$ cat config.mk
export PLATFORM = sky130hd
export DESIGN_NAME = pfq_top
export DESIGN_NICKNAME = d
export VERILOG_FILES = /design/src/rtl/pfq_pkg.sv /design/src/rtl/pfq_data.sv /design/src/rtl/pfq_ctrl.sv /design/src/rtl/pfq_top.sv
export SDC_FILE = /design/constraint.sdc
export NUM_CORES = 1
export LEC_CHECK = 0
export BUFFER_PORTS_ARGS = -buffer_cell sky130_fd_sc_hd__buf_4
export CAP_MARGIN = 20
export CORE_AREA = 2 2 194 196
export CTS_CLUSTER_DIAMETER = 60
export DETAILED_ROUTE_END_ITERATION = 10
export DIE_AREA = 0 0 196 198
export PLACE_DENSITY_LB_ADDON = 0.2
export SKIP_CTS_REPAIR_TIMING = 1
export SYNTH_ARGS = -nofsm -noshare
export SYNTH_HDL_FRONTEND = slang
export SYNTH_SLANG_ARGS = --single-unit
$ cat constraint.sdc
create_clock -name clk -period 13.5 [get_ports clk]
set_clock_uncertainty 0.2 [all_clocks]
set_input_delay 0.675 -clock clk [delete_from_list [all_inputs] [get_ports clk]]
set_output_delay 0.675 -clock clk [all_outputs]
set_load 0.05 [all_outputs]
$ cat src/rtl/pfq_pkg.sv
package pfq_pkg;
  // Strobes from control to the slot storage and output mux
  typedef struct packed {
    logic wrEn;      // write one slot this cycle
    logic wrRedir;   // write source is the redirect word instead of fetch data
    logic useBypass; // queue empty: present incoming fetch data
    logic halfSel;   // present upper half of a pair word
  } pfqStrobe_t;
endpackage

$ cat src/rtl/pfq_data.sv
module pfq_data
  import pfq_pkg::*;
#(
  parameter int DEPTH = 8,
  parameter int IW    = 32,
  localparam int PW   = (DEPTH > 1) ? $clog2(DEPTH) : 1,
  localparam int HW   = IW / 2
) (
  input  logic          clk,
  input  pfqStrobe_t    strb,
  input  logic [PW-1:0] wrIdx,
  input  logic [PW-1:0] rdIdx,
  input  logic [IW-1:0] rspData,
  input  logic          rspPair,
  input  logic [IW-1:0] redirWord,
  input  logic          redirPair,
  output logic          srcPair,
  output logic [IW-1:0] issueInstr,
  output logic          issueCompressed
);
  logic [IW-1:0] slotWord [DEPTH];
  logic          slotPair [DEPTH];
  logic [IW-1:0] srcWord;

  always_ff @(posedge clk) begin
    if (strb.wrEn) begin
      slotWord[wrIdx] <= strb.wrRedir ? redirWord : rspData;
      slotPair[wrIdx] <= strb.wrRedir ? redirPair : rspPair;
    end
  end

  always_comb begin
    srcWord = strb.useBypass ? rspData : slotWord[rdIdx];
    srcPair = strb.useBypass ? rspPair : slotPair[rdIdx];
    if (!srcPair)
      issueInstr = srcWord;
    else if (strb.halfSel)
      issueInstr = {{HW{1'b0}}, srcWord[IW-1:HW]};
    else
      issueInstr = {{HW{1'b0}}, srcWord[HW-1:0]};
    issueCompressed = srcPair;
  end
endmodule

$ cat src/rtl/pfq_ctrl.sv
module pfq_ctrl
  import pfq_pkg::*;
#(
  parameter int          DEPTH      = 8,
  parameter int          IW         = 32,
  parameter int          AW         = 32,
  parameter logic [AW-1:0] RESET_ADDR = '0,
  localparam int PW   = (DEPTH > 1) ? $clog2(DEPTH) : 1,
  localparam int CW   = $clog2(DEPTH + 1),
  localparam int STEP = IW / 8
) (
  input  logic          clk,
  input  logic          rstN,
  input  logic          rspValid,
  input  logic          redirValid,
  input  logic [AW-1:0] redirAddr,
  input  logic          redirHit,
  input  logic          decReady,
  input  logic          srcPair,
  output logic          fetchReq,
  output logic [AW-1:0] fetchAddr,
  output logic          issueValid,
  output pfqStrobe_t    strb,
  output logic [PW-1:0] wrIdx,
  output logic [PW-1:0] rdIdx,
  output logic [CW-1:0] qCount,
  output logic [CW-1:0] inFlight
);
  logic [PW-1:0] rdPtr, wrPtr;
  logic [CW-1:0] count, inFl, dropCnt;
  logic          headHalf;
  logic [AW-1:0] pc;
  logic [CW:0]   used;
  logic          empty, rspUse, fire, srcDone, push, pop;

  function automatic logic [PW-1:0] ptrInc(input logic [PW-1:0] p);
    return (p == PW'(DEPTH - 1)) ? '0 : p + 1'b1;
  endfunction

  always_comb begin
    empty      = (count == '0);
    rspUse     = rspValid && (dropCnt == '0) && !redirValid;
    issueValid = !redirValid && (!empty || rspUse);
    fire       = issueValid && decReady;
    srcDone    = fire && (!srcPair || (!empty && headHalf));
    push       = rspUse && !(empty && srcDone);
    pop        = !empty && srcDone;
    used       = {1'b0, count} + {1'b0, inFl};
    fetchReq   = !redirValid && (used < (CW+1)'(DEPTH));

    strb.wrEn      = redirValid ? redirHit : push;
    strb.wrRedir   = redirValid;
    strb.useBypass = empty;
    strb.halfSel   = !empty && headHalf;
    wrIdx          = redirValid ? '0 : wrPtr;
    rdIdx          = rdPtr;
  end

  always_ff @(posedge clk) begin
    if (!rstN) begin
      rdPtr    <= '0;
      wrPtr    <= '0;
      count    <= '0;
      inFl     <= '0;
      dropCnt  <= '0;
      headHalf <= 1'b0;
      pc       <= RESET_ADDR;
    end else if (redirValid) begin
      rdPtr    <= '0;
      wrPtr    <= redirHit ? PW'(1) : '0;
      count    <= redirHit ? CW'(1) : '0;
      headHalf <= 1'b0;
      pc       <= redirHit ? redirAddr + AW'(STEP) : redirAddr;
      dropCnt  <= inFl - CW'(rspValid);
      inFl     <= inFl - CW'(rspValid);
    end else begin
      if (push) wrPtr <= ptrInc(wrPtr);
      if (pop)  rdPtr <= ptrInc(rdPtr);
      count <= count + CW'(push) - CW'(pop);
      if (fire) headHalf <= !srcDone;
      if (fetchReq) pc <= pc + AW'(STEP);
      inFl <= inFl + CW'(fetchReq) - CW'(rspValid);
      if (rspValid && dropCnt != '0) dropCnt <= dropCnt - 1'b1;
    end
  end

  assign fetchAddr = pc;
  assign qCount    = count;
  assign inFlight  = inFl;
endmodule

$ cat src/rtl/pfq_top.sv
module pfq_top
  import pfq_pkg::*;
#(
  parameter int          DEPTH      = 8,
  parameter int          IW         = 32,
  parameter int          AW         = 32,
  parameter logic [AW-1:0] RESET_ADDR = '0
) (
  input  logic          clk,
  input  logic          rstN,
  output logic          fetchReq,
  output logic [AW-1:0] fetchAddr,
  input  logic          rspValid,
  input  logic [IW-1:0] rspData,
  input  logic          rspPair,
  input  logic          redirValid,
  input  logic [AW-1:0] redirAddr,
  input  logic          redirHit,
  input  logic [IW-1:0] redirWord,
  input  logic          redirPair,
  input  logic          decReady,
  output logic          issueValid,
  output logic [IW-1:0] issueInstr,
  output logic          issueCompressed
);
  localparam int PW = (DEPTH > 1) ? $clog2(DEPTH) : 1;
  localparam int CW = $clog2(DEPTH + 1);

  pfqStrobe_t    strb;
  logic [PW-1:0] wrIdx, rdIdx;
  logic          srcPair;
  logic [CW-1:0] qCount, inFlight;

  pfq_ctrl #(.DEPTH(DEPTH), .IW(IW), .AW(AW), .RESET_ADDR(RESET_ADDR)) u_ctrl (
    .clk(clk), .rstN(rstN), .rspValid(rspValid), .redirValid(redirValid),
    .redirAddr(redirAddr), .redirHit(redirHit), .decReady(decReady),
    .srcPair(srcPair), .fetchReq(fetchReq), .fetchAddr(fetchAddr),
    .issueValid(issueValid), .strb(strb), .wrIdx(wrIdx), .rdIdx(rdIdx),
    .qCount(qCount), .inFlight(inFlight)
  );

  pfq_data #(.DEPTH(DEPTH), .IW(IW)) u_data (
    .clk(clk), .strb(strb), .wrIdx(wrIdx), .rdIdx(rdIdx),
    .rspData(rspData), .rspPair(rspPair), .redirWord(redirWord),
    .redirPair(redirPair), .srcPair(srcPair), .issueInstr(issueInstr),
    .issueCompressed(issueCompressed)
  );
endmodule

==> impl_metrics.ini <==
[detailed_routing]
drcViolationCount = 0
drtIter0Drc = 491
final_antenna_net_count = 0
vias_per_cell = 5.529
firstDrtPassIters = 5
avgRoutedWirePerCell_microns = 22.20
vias = 9201
wl_mm = 36.94

[worst_setup_path]
worstRegToRegCells = 11
cp-endpoint = issueInstr[17]
arrival_ns = 3.64
critPathTopFamily = buffers and inverters
path_buf_inv = 2
r2r-end = u_ctrl.qCount[2]
cp_cell_sequence = buf_4 > mux4_2 > mux2i_1 > nor2_1 > a21oi_1 > nor2_1 > buf_4
slowest_stage = dfxtp_4
ff2ff_setup_slack_ns = 9.87
slowest_delay_ns = 0.81
critPathKind = reg -> out
cp.depth = 7
worstSetupStartpointType = flop
cp-end-kind = output port
cp_data_required_time_ns = 12.62
critPathMaxFanout = 33

[status]
status = completed

[sta]
worst_slew_pin_slew_ns = 0.9443
setup_violations = 0
fin_tns_setup_ns = 0
slew_viol_final = 0
period_share_pct = 33.44
hold_viol_final = 0
rsz0062_at_grt = no
timing.fmax_ghz = 0.2215
fin_crit_ns = 4.514
slew-limit-headroom_pct = 37.05
worst_slack_ns = 8.986

[global_routing]
grt_pass1_vias = 9250
grt_max_degree = 51
grt_overflow_total = 0
antenna_found_initial = 0
grt_pass1_wl_mm = 56.23
track_usage_pct = 19.14

[logic_synthesis]
avgSynthCellArea_sq_um = 14.54
synth_edf_count = 264
syn_area_sq_mm = 0.01447
syn_inst = 995
seq_area_frac_synth_pct = 62.25
yosys_warnings = 0
yosys.cell_types.count = 58
ys_ff_latch = 318
ys.flop_type = edfxtp_1
async_reset_ff_share_pct = 0
synth_fp_nets = 1124

[clock_tree]
cts_tree = yes
cts_inserted_buffers = 37
clkSinkCount = 318
clkSlewWorstSetupHoldPaths_ns = 0.06
cts-root-buf = clkbuf_16
htree_levels = 2
cts_buffer_depth = 3
clk_latency_ns = 0.53

[floorplanning]
num_io_pins = 171
start_util_pct = 39.16
coreArea_sq_mm = 0.03696
rows = 71
dieWidth_microns = 196
die_height_microns = 198
design.die.area_sq_mm = 0.03881

[pwr]
p_per_area_mw_per_mm2 = 140.6
p_leak_uw = 0.005877
total_power_uw = 2458
peakVddDrop_uv = 91.99

[layout]
syn_to_final_growth_pct = 20.85
register_area_sq_mm = 0.009015
n_antenna_cell = 0
drive_above_1_share_pct = 30.00
multi_input_area_sq_mm = 0.005174
nets = 1292
num-fill-cells = 3213

[place]
dp_hpwl_mm = 22.81
gp_congestion = 0.8086
dp_slack_ns = 9.050
numPortBuffers = 170

[hold_path]
hp-class = in -> reg

[run]
drv_cap = 0
==> cell type report <==
cell class,count,share of cell area [%]
Sequential cell,318,51.55
Multi-Input combinational cell,593,29.58
Timing Repair Buffer,185,8.055
Clock buffer,44,5.444
Tap cell,474,3.391
Clock inverter,22,1.381
Inverter,28,0.6009
==> cells in the mapped netlist (all sizes together) (24+ instances only) <==
cell type	count	area, sq um
nor2	66	247.7
a211oi	24	180.2
mux4	66	1490
dfxtp	54	1081
edfxtp	264	7928
clkbuf	32	121.4
a21oi	43	219.0
buf	24	117.6
nand2	43	163.9
nor3	25	125.1
nand4	24	150.1
xnor2	37	324.1
mux2	33	371.6
inv	28	105.1
o21ai	24	120.1
==> where the power goes <==
| group | internal (uW) | switching, uW |
|---|---|---|
| Clock | 569 | 400 |
| Sequential | 1090 | 21.1 |
| Combinational | 127 | 247 |
| Total | 1790 | 668 |
==> registers in the layout, summed over array words and instances, names as in the netlist, 3 cells and up, named ones only <==
signal	flops
u_ctrl.dropCnt	4
u_ctrl.fetchAddr	32
u_ctrl.inFlight	4
u_ctrl.qCount	4
u_ctrl.rdIdx	3
u_ctrl.wrPtr	3
u_data.slotPair	8
u_data.slotWord	256
==> worst register-to-register path: stages, from the launching register on <==
cell and delay (ns):
dfxtp_4 0.81, buf_4 0.69, mux2i_2 0.39, o2111ai_2 0.22
inv_1 0.12, ha_1 0.22, inv_1 0.06, ha_1 0.16
inv_1 0.05, fa_1 0.38, xor2_1 0.14, nor2_1 0.05
==> worst min path at each step <==
stage / to / startpoint / depth (start not counted)
after floorplan: u_ctrl.headHalf / u_ctrl.headHalf / 2
after global placement: u_ctrl.headHalf / u_ctrl.headHalf / 2
after detailed placement: flop / u_ctrl.rdIdx[0] / 2
after CTS: u_ctrl.fetchAddr[0] / redirAddr[0] / 3
after global routing: u_ctrl.fetchAddr[1] / redirAddr[1] / 3
final: u_ctrl.fetchAddr[0] / redirAddr[0] / 3
==> layout by cell type, fill, tap and decap left out, types with 33 or more instances in the layout <==
master / Yosys / layout
edfxtp_1: 264 / 264
buf_4: 0 / 184
mux4_2: 65 / 65
nor2_1: 66 / 64
dfxtp_1: 54 / 51
nand2_1: 42 / 42
a21oi_1: 42 / 42
xnor2_1: 37 / 37
clkbuf_16: 0 / 37
mux2_2: 33 / 33
==> through the flow <==
step / hold WS, ns / utilization, % / instances / instance area [sq um]
6_report: 0.1920 / 47.33 / 1664 / 17490
5_1_grt: 0.1971 / 47.33 / 1664 / 17490
4_1_cts: 0.1769 / 47.25 / 1663 / 17460
3_5_place_dp: 0.2742 / 44.02 / 1597 / 16270
3_3_place_gp: 0.2684 / 44.02 / 1597 / 16270
2_1_floorplan: 0.2563 / - / 995 / 14470
==> cells by family (layout without fill, tap and decap cells) <==
| logic type | after synthesis | after routing | synth area share (%) |
|---|---|---|---|
| mux | 120 | 120 | 14.34 |
| compound gates | 148 | 148 | 6.683 |
| xor+xnor | 53 | 53 | 3.208 |
| buf+inv | 84 | 279 | 2.378 |
| fa+ha+maj | 25 | 25 | 2.265 |
| simple gates | 247 | 247 | 8.871 |
| flops | 318 | 318 | 62.25 |
==> per-layer routing <==
layer  track usage, %  share of wire, %
met2            32.12                48
met5                0                 0
met4            4.602               1.6
met3            3.134               5.7
met1            26.18                45
No activity file was read; power rests on OpenSTA's default activity.
